<file path="src/rtl/dpc_pkg.sv">
package dpc_pkg;
  localparam int unsigned CFG_AW = 8;
  localparam int unsigned DATA_W = 32;
  localparam logic [DATA_W-1:0] VERSION_WORD = 32'd539165460;
  localparam logic [CFG_AW-1:0] IDX_VERSION = 8'h00;
  localparam logic [CFG_AW-1:0] IDX_CLKCTL  = 8'h01;
  localparam logic [CFG_AW-1:0] BASE_BOUND  = 8'h40;
  localparam logic [CFG_AW-1:0] BASE_MASK   = 8'h80;
endpackage

</file>
<file path="src/rtl/dpc_bound_bank.sv">
module dpc_bound_bank
  import dpc_pkg::*;
#(
  parameter int NR = 32,
  parameter int AW = 32,
  parameter int PW = 20
) (
  input  logic                     clk,
  input  logic                     rst_n,
  input  logic                     wr_en,
  input  logic [CFG_AW-1:0]        wr_addr,
  input  logic [DATA_W-1:0]        wr_data,
  input  logic [CFG_AW-1:0]        rd_addr,
  output logic                     rd_hit,
  output logic [DATA_W-1:0]        rd_data,
  output logic [NR-1:0][PW-1:0]    lo_q,
  output logic [NR-1:0][PW-1:0]    hi_q
);
  localparam int LSB = AW - PW;
  localparam int IW  = $clog2(NR);
  localparam logic [CFG_AW:0] LIMIT = {1'b0, BASE_BOUND} + (CFG_AW+1)'(2*NR);

  logic [CFG_AW-1:0] wr_off, rd_off;
  logic              wr_in;
  logic [IW-1:0]     wr_idx, rd_idx;
  logic              unused_bits;

  assign wr_off = wr_addr - BASE_BOUND;
  assign rd_off = rd_addr - BASE_BOUND;
  assign wr_in  = (wr_addr >= BASE_BOUND) && ({1'b0, wr_addr} < LIMIT);
  assign rd_hit = (rd_addr >= BASE_BOUND) && ({1'b0, rd_addr} < LIMIT);
  assign wr_idx = wr_off[IW:1];
  assign rd_idx = rd_off[IW:1];
  assign unused_bits = ^{wr_data[LSB-1:0], wr_off[CFG_AW-1:IW+1], rd_off[CFG_AW-1:IW+1]};

  for (genvar g = 0; g < NR; g++) begin : g_region
    logic          lo_en, hi_en;
    logic [PW-1:0] lo_d, hi_d;

    always_comb begin
      lo_en = wr_en && wr_in && (wr_idx == IW'(g)) && !wr_addr[0];
      hi_en = wr_en && wr_in && (wr_idx == IW'(g)) &&  wr_addr[0];
      lo_d  = lo_en ? wr_data[AW-1:LSB] : lo_q[g];
      hi_d  = hi_en ? wr_data[AW-1:LSB] : hi_q[g];
    end

    always_ff @(posedge clk or negedge rst_n) begin
      if (!rst_n) begin
        lo_q[g] <= '0;
        hi_q[g] <= '1;
      end else begin
        lo_q[g] <= lo_d;
        hi_q[g] <= hi_d;
      end
    end

    AST_BOUND_STORE: assert property (@(posedge clk) disable iff (!rst_n)
      (wr_en && wr_in && (wr_idx == IW'(g)) && !wr_addr[0]) |=> lo_q[g] == $past(wr_data[AW-1:LSB]));
  end

  always_comb begin
    rd_data = '0;
    if (rd_hit) rd_data[AW-1:LSB] = rd_addr[0] ? hi_q[rd_idx] : lo_q[rd_idx];
  end
endmodule

</file>
<file path="src/rtl/dpc_mask_bank.sv">
module dpc_mask_bank
  import dpc_pkg::*;
#(
  parameter int NM = 8,
  parameter int NR = 32,
  parameter int MW = 4
) (
  input  logic              clk,
  input  logic              rst_n,
  input  logic              wr_en,
  input  logic [CFG_AW-1:0] wr_addr,
  input  logic [DATA_W-1:0] wr_data,
  input  logic [CFG_AW-1:0] rd_addr,
  output logic              rd_hit,
  output logic [DATA_W-1:0] rd_data,
  input  logic [MW-1:0]     sel_master,
  output logic              sel_ok,
  output logic [NR-1:0]     sel_rmask,
  output logic [NR-1:0]     sel_wmask
);
  localparam int IW = $clog2(NM);
  localparam logic [CFG_AW:0] LIMIT = {1'b0, BASE_MASK} + (CFG_AW+1)'(2*NM);

  logic [NM-1:0][NR-1:0] rm_q, wm_q;
  logic [CFG_AW-1:0]     wr_off, rd_off;
  logic                  wr_in;
  logic [IW-1:0]         wr_idx, rd_idx;
  logic                  unused_bits;

  assign wr_off = wr_addr - BASE_MASK;
  assign rd_off = rd_addr - BASE_MASK;
  assign wr_in  = (wr_addr >= BASE_MASK) && ({1'b0, wr_addr} < LIMIT);
  assign rd_hit = (rd_addr >= BASE_MASK) && ({1'b0, rd_addr} < LIMIT);
  assign wr_idx = wr_off[IW:1];
  assign rd_idx = rd_off[IW:1];
  assign unused_bits = ^{wr_data, wr_off[CFG_AW-1:IW+1], rd_off[CFG_AW-1:IW+1]};

  for (genvar m = 0; m < NM; m++) begin : g_master
    logic          rm_en, wm_en;
    logic [NR-1:0] rm_d, wm_d;

    always_comb begin
      rm_en = wr_en && wr_in && (wr_idx == IW'(m)) && !wr_addr[0];
      wm_en = wr_en && wr_in && (wr_idx == IW'(m)) &&  wr_addr[0];
      rm_d  = rm_en ? wr_data[NR-1:0] : rm_q[m];
      wm_d  = wm_en ? wr_data[NR-1:0] : wm_q[m];
    end

    always_ff @(posedge clk or negedge rst_n) begin
      if (!rst_n) begin
        rm_q[m] <= '1;
        wm_q[m] <= '1;
      end else begin
        rm_q[m] <= rm_d;
        wm_q[m] <= wm_d;
      end
    end
  end

  always_comb begin
    rd_data = '0;
    if (rd_hit) rd_data[NR-1:0] = rd_addr[0] ? wm_q[rd_idx] : rm_q[rd_idx];
  end

  always_comb begin
    sel_ok    = 1'b0;
    sel_rmask = '0;
    sel_wmask = '0;
    for (int m = 0; m < NM; m++) begin
      if (sel_master == MW'(m)) begin
        sel_ok    = 1'b1;
        sel_rmask = rm_q[m];
        sel_wmask = wm_q[m];
      end
    end
  end
endmodule

</file>
<file path="src/rtl/dpc_region_match.sv">
module dpc_region_match #(
  parameter int NR = 32,
  parameter int PW = 20
) (
  input  logic [PW-1:0]          page,
  input  logic [NR-1:0][PW-1:0]  lo_q,
  input  logic [NR-1:0][PW-1:0]  hi_q,
  output logic [NR-1:0]          hit
);
  for (genvar g = 0; g < NR; g++) begin : g_cmp
    logic above_lo, below_hi;
    assign above_lo = (page >= lo_q[g]);
    assign below_hi = (page <= hi_q[g]);
    assign hit[g]   = above_lo && below_hi;
  end
endmodule

</file>
<file path="src/rtl/dma_perm_check.sv">
module dma_perm_check
  import dpc_pkg::*;
#(
  parameter int NUM_MASTERS  = 8,
  parameter int MASTER_IDX_W = 4,
  parameter int NUM_REGIONS  = 32,
  parameter int ADDR_W       = 32,
  parameter int PAGE_W       = 20
) (
  input  logic                    clk,
  input  logic                    rst_n,
  input  logic                    cfg_we,
  input  logic [7:0]              cfg_addr,
  input  logic [31:0]             cfg_wdata,
  output logic [31:0]             cfg_rdata,
  input  logic                    chk_valid,
  input  logic [MASTER_IDX_W-1:0] chk_master,
  input  logic [31:0]             chk_addr,
  input  logic                    chk_write,
  output logic                    res_valid,
  output logic                    res_grant,
  output logic                    res_deny
);
  localparam int LSB = ADDR_W - PAGE_W;

  // reset: asynchronous assert, synchronous release
  logic rst_meta, rst_sync;
  always_ff @(posedge clk or negedge rst_n) begin
    if (!rst_n) begin
      rst_meta <= 1'b0;
      rst_sync <= 1'b0;
    end else begin
      rst_meta <= 1'b1;
      rst_sync <= rst_meta;
    end
  end

  // clock keep-on control bit
  logic clk_keep_q, clk_keep_d, clk_keep_en;
  always_comb begin
    clk_keep_en = cfg_we && (cfg_addr == IDX_CLKCTL);
    clk_keep_d  = clk_keep_en ? cfg_wdata[0] : clk_keep_q;
  end
  always_ff @(posedge clk or negedge rst_sync) begin
    if (!rst_sync) clk_keep_q <= 1'b1;
    else           clk_keep_q <= clk_keep_d;
  end

  // configuration storage
  logic [NUM_REGIONS-1:0][PAGE_W-1:0] lo_q, hi_q;
  logic                               bnd_hit, msk_hit;
  logic [DATA_W-1:0]                  bnd_rdata, msk_rdata;
  logic                               sel_ok;
  logic [NUM_REGIONS-1:0]             sel_rmask, sel_wmask;

  dpc_bound_bank #(.NR(NUM_REGIONS), .AW(ADDR_W), .PW(PAGE_W)) u_bounds (
    .clk(clk), .rst_n(rst_sync),
    .wr_en(cfg_we), .wr_addr(cfg_addr), .wr_data(cfg_wdata),
    .rd_addr(cfg_addr), .rd_hit(bnd_hit), .rd_data(bnd_rdata),
    .lo_q(lo_q), .hi_q(hi_q)
  );

  dpc_mask_bank #(.NM(NUM_MASTERS), .NR(NUM_REGIONS), .MW(MASTER_IDX_W)) u_masks (
    .clk(clk), .rst_n(rst_sync),
    .wr_en(cfg_we), .wr_addr(cfg_addr), .wr_data(cfg_wdata),
    .rd_addr(cfg_addr), .rd_hit(msk_hit), .rd_data(msk_rdata),
    .sel_master(chk_master), .sel_ok(sel_ok),
    .sel_rmask(sel_rmask), .sel_wmask(sel_wmask)
  );

  // configuration read mux
  always_comb begin
    cfg_rdata = '0;
    if (cfg_addr == IDX_VERSION)     cfg_rdata = VERSION_WORD;
    else if (cfg_addr == IDX_CLKCTL) cfg_rdata[0] = clk_keep_q;
    else if (bnd_hit)                cfg_rdata = bnd_rdata;
    else if (msk_hit)                cfg_rdata = msk_rdata;
  end

  // access check
  logic [NUM_REGIONS-1:0] hit, perm;
  logic                   unused_low;
  assign unused_low = ^chk_addr[LSB-1:0];

  dpc_region_match #(.NR(NUM_REGIONS), .PW(PAGE_W)) u_match (
    .page(chk_addr[ADDR_W-1:LSB]), .lo_q(lo_q), .hi_q(hi_q), .hit(hit)
  );

  logic vld_d, grant_d, deny_d;
  always_comb begin
    perm    = chk_write ? sel_wmask : sel_rmask;
    vld_d   = chk_valid;
    grant_d = chk_valid && sel_ok && (|(hit & perm));
    deny_d  = chk_valid && !grant_d;
  end

  always_ff @(posedge clk or negedge rst_sync) begin
    if (!rst_sync) begin
      res_valid <= 1'b0;
      res_grant <= 1'b0;
      res_deny  <= 1'b0;
    end else begin
      res_valid <= vld_d;
      res_grant <= grant_d;
      res_deny  <= deny_d;
    end
  end

  AST_RESULT_LATENCY: assert property (@(posedge clk) disable iff (!rst_sync)
    res_valid == $past(chk_valid));
  AST_IDLE_QUIET: assert property (@(posedge clk) disable iff (!rst_sync)
    !res_valid |-> (!res_grant && !res_deny));
  AST_OOR_DENY: assert property (@(posedge clk) disable iff (!rst_sync)
    (chk_valid && (int'(chk_master) >= NUM_MASTERS)) |=> (res_deny && !res_grant));
  AST_VERSION_FIXED: assert property (@(posedge clk) disable iff (!rst_sync)
    (cfg_addr == IDX_VERSION) |-> (cfg_rdata == VERSION_WORD));
  AST_CLKCTL_STORE: assert property (@(posedge clk) disable iff (!rst_sync)
    (cfg_we && (cfg_addr == IDX_CLKCTL)) |=> (cfg_addr != IDX_CLKCTL) || (cfg_rdata == {31'd0, $past(cfg_wdata[0])}));
endmodule

</file>
<file path="config.mk">
export PLATFORM = sky130hd
export DESIGN_NAME = dma_perm_check
export DESIGN_NICKNAME = d
export VERILOG_FILES = /design/src/rtl/dpc_pkg.sv /design/src/rtl/dpc_bound_bank.sv /design/src/rtl/dpc_mask_bank.sv /design/src/rtl/dpc_region_match.sv /design/src/rtl/dma_perm_check.sv
export SDC_FILE = /design/constraint.sdc
export NUM_CORES = 2
export LEC_CHECK = 0
export BUFFER_PORTS_ARGS = -buffer_cell sky130_fd_sc_hd__buf_4
export CAP_MARGIN = 5
export CORE_ASPECT_RATIO = 1.4
export CORE_MARGIN = 2
export CORE_UTILIZATION = 40
export DETAILED_ROUTE_END_ITERATION = 10
export GPL_TIMING_DRIVEN = 0
export PLACE_DENSITY = 0.64
export SETUP_SLACK_MARGIN = 0.1
export SYNTH_ARGS = -nofsm -noshare
export SYNTH_HDL_FRONTEND = slang
export SYNTH_HIERARCHICAL = 1
export SYNTH_SLANG_ARGS = --single-unit
</file>
<file path="constraint.sdc">
create_clock -name clk -period 99.7 [get_ports clk]
set_input_delay 14.955 -clock clk [delete_from_list [all_inputs] [get_ports clk]]
set_output_delay 14.955 -clock clk [all_outputs]
set_load 0.02 [all_outputs]
</file>
==> impl_metrics.env <==
export IMPL_grt_overflow=0
export IMPL_die_height_um=651
export IMPL_die_area_mm2=0.303
export IMPL_yosysSeqAreaShare=0.389
export IMPL_crit_path_top_delay_cell="clkbuf_1"
export IMPL_grt_pass1_wl_um=724000
export IMPL_route_antenna_remaining_nets=0
export IMPL_synth_edff_count=0
export IMPL_clkSinkCount=1798
export IMPL_path_class="primary input to primary output"
export IMPL_cp_depth=9
export IMPL_fin_nets=11831
export IMPL_static_leakage_power_nw=55.8
export IMPL_worst_r2r_setup_slack_ps=93980
export IMPL_synth_area_mm2=0.119
export IMPL_syn_area_per_cell_um2=11.8
export IMPL_antenna_found_initial=43
export IMPL_vias_per_cell=6.23
export IMPL_synthArstFlopShare=1.00
export IMPL_coreArea_mm2=0.297
export IMPL_synth_cell_type_count=76
export IMPL_postCtsSetupBuffers=0
export IMPL_fillers=27440
export IMPL_drc=0
export IMPL_syn_to_final_growth_pct=11.5
export IMPL_cts_root_buffer="clkbuf_16"
export IMPL_path_cells="buf_4 -> clkbuf_1 -> clkbuf_1 -> clkbuf_1 -> a21oi_1 -> o21ai_0 -> a22oi_1 -> nor2_1 -> buf_4"
export IMPL_worst_path_buf_inv=5
export IMPL_grt_use_total=0.343
export IMPL_dp_hpwl_um=403000
export IMPL_first_pass_iters=9
export IMPL_cp_arrival_ps=20120
export IMPL_io_buffers=99
export IMPL_reg2reg_depth=10
export IMPL_gp_congestion=1.10
export IMPL_wl_um=529000
export IMPL_status="finished with violations"
export IMPL_synth_top_area_frac=0.254
export IMPL_fmax_ghz=0.0285
export IMPL_cp_common_cell="clkbuf_1"
export IMPL_rsz0062_at_grt="no"
export IMPL_grt_pass1_vias=92580
export IMPL_wl_per_cell_um=36.3
export IMPL_synth_top_area_cell="dfstp_2"
export IMPL_cts_hold_buf=0
export IMPL_ios=116
export IMPL_cts_buffers=205
export IMPL_grt_max_degree=76
export IMPL_cp_top_family="buffers and inverters"
export IMPL_violations="capacitance limit, slew limit"
export IMPL_start_util=0.402
export IMPL_hold_class="register to asynchronous set/reset pin"
export IMPL_hold_viol=0
export IMPL_htree_num_levels=4
export IMPL_insertion_delay_ps=930
export IMPL_vias=91042
export IMPL_synth_ff_type="dfstp_2"
export IMPL_fin_setup_tns_ps=0
export IMPL_crit_fanout=10
export IMPL_clk_pin_slew_worst_paths_ps=60
export IMPL_final_max_slew_violation_count=33
export IMPL_drive_gt1_frac=0.404
export IMPL_worstMarginPinSlew_ps=1620
export IMPL_fin_skew_ps=62.4
export IMPL_cp_end_kind="primary output"
export IMPL_post_cts_resized=0
export IMPL_fin_hold_ws_ps=295
export IMPL_synth_warnings=6
export IMPL_netlist_instances=10096
export IMPL_peakVddDrop_mv=0.0140
export IMPL_mostFrequentLayoutCells="1796 x mux2_2, 1280 x ha_1, 1262 x inv_1"
export IMPL_drt_iter0_markers=8773
export IMPL_setup_viol=0
export IMPL_fp_row_count=237
export IMPL_clockBufferDepth=4
export IMPL_power_density_mw_per_mm2=14.4
export IMPL_max_slew_margin=-0.0915
export IMPL_max_cap_violations=7
export IMPL_period_needed_ps=35070
export IMPL_tritoncts="built"
export IMPL_crit_path_start_kind="primary input"
export IMPL_synth_seq_cells=1798
export IMPL_layout_commonest_cell="mux2_2"
export IMPL_finalCritPeriodShare=0.352
export IMPL_die_width_um=466
export IMPL_crit_required_ps=84750
export IMPL_max_stage_delay_ps=1100
export IMPL_yosys_top_cells_area="dfstp_2 25%, mux2_2 17%, dfrtp_1 14%"
state kept, by name, summed over array words and instances, names as in the netlist:
name and count:
clk_keep_q 1, res_valid 1, rst_meta 1, u_masks/rm_q 256, res_deny 1, res_grant 1, rst_sync 1, u_bounds/lo_q 640
u_bounds/hi_q 640, u_masks/wm_q 256
final cells by class:
cell class                 count  area (um^2)  area share
sequential                  1798        46400       0.349
inverter                    1265         4750      0.0357
timing repair buffer         156         1800      0.0135
tap                         3943         4930      0.0370
multi-input combinational   6438        65500       0.492
clock buffer                 307         6020      0.0452
buffer                       606         2940      0.0221
antenna                       31         77.6    0.000582
clock inverter                60          709     0.00533
path summary, 6_finish.rpt:
kind	start	to
max	cfg_addr[4]	cfg_rdata[30]
min reg2reg	rst_sync$_DFF_PN0_	u_bounds/lo_q[300]$_DFFE_PN0P_
max reg2reg	u_bounds/lo_q[499]$_DFFE_PN0P_	res_grant$_DFF_PN0_
min in group clk	rst_meta$_DFF_PN0_	rst_sync$_DFF_PN0_
max in group asynchronous	rst_n	rst_sync$_DFF_PN0_
min	rst_sync$_DFF_PN0_	u_bounds/lo_q[300]$_DFFE_PN0P_
cells by family after synthesis:
| group | synth area share |
|---|---|
| compound gates | 0.0745 |
| flops | 0.389 |
| buf+inv | 0.0643 |
| mux | 0.286 |
| other cells | 0.0000628 |
| simple gates | 0.0526 |
| fa+ha+maj | 0.134 |
Yosys cell counts (14+ instances only):
library cell and n:
nand2_1 404, clkbuf_1 278, o22ai_1 57, a22o_1 56, a21oi_1 450, mux4_2 529
nand4_1 155, dfstp_2 1153, and4_1 62, buf_4 76, a32oi_1 14, nor2b_1 48
a2111oi_0 39, a22oi_1 60, a21o_1 163, a221oi_1 84, mux2_1 53, nor3_1 36
nand3_1 132, mux2i_1 144, o31ai_1 19, nand2b_1 46, a211oi_1 87, nor2_1 292
or3_1 40, o21ai_0 182, ha_1 1280, a221o_1 33, inv_1 1263, buf_1 25
mux2_2 1796, dfrtp_1 645, o221ai_1 25, buf_2 213
routing by layer:
metal / share of wire / track usage
met1: 0.33 / 0.353
met2: 0.46 / 0.548
met3: 0.070 / 0.0708
met4: 0.14 / 0.391
met5: 0.00037 / 0.000797
where the power goes:
part / switching [W] / internal [W]
Clock: 0.000330 / 0.000453
Sequential: 0.0000300 / 0.000783
Combinational: 0.000208 / 0.000119
Total: 0.000568 / 0.00136
metrics by stage:
stage | util | cell area [um^2] | std cells | power [W] | setup slack [ps]
after global routing | 0.448 | 133000 | 14584 | 0.00198 | 64790
after global placement | 0.421 | 125000 | 14149 | 0.00112 | 26080
after floorplan | - | 120000 | 10107 | 0.000994 | 47880
after detailed placement | 0.425 | 126000 | 14201 | 0.00114 | 64890
after CTS | 0.447 | 133000 | 14568 | 0.00192 | 64870
final | 0.448 | 133000 | 14604 | 0.00192 | 64630
Power figures use the tool's default switching activity.
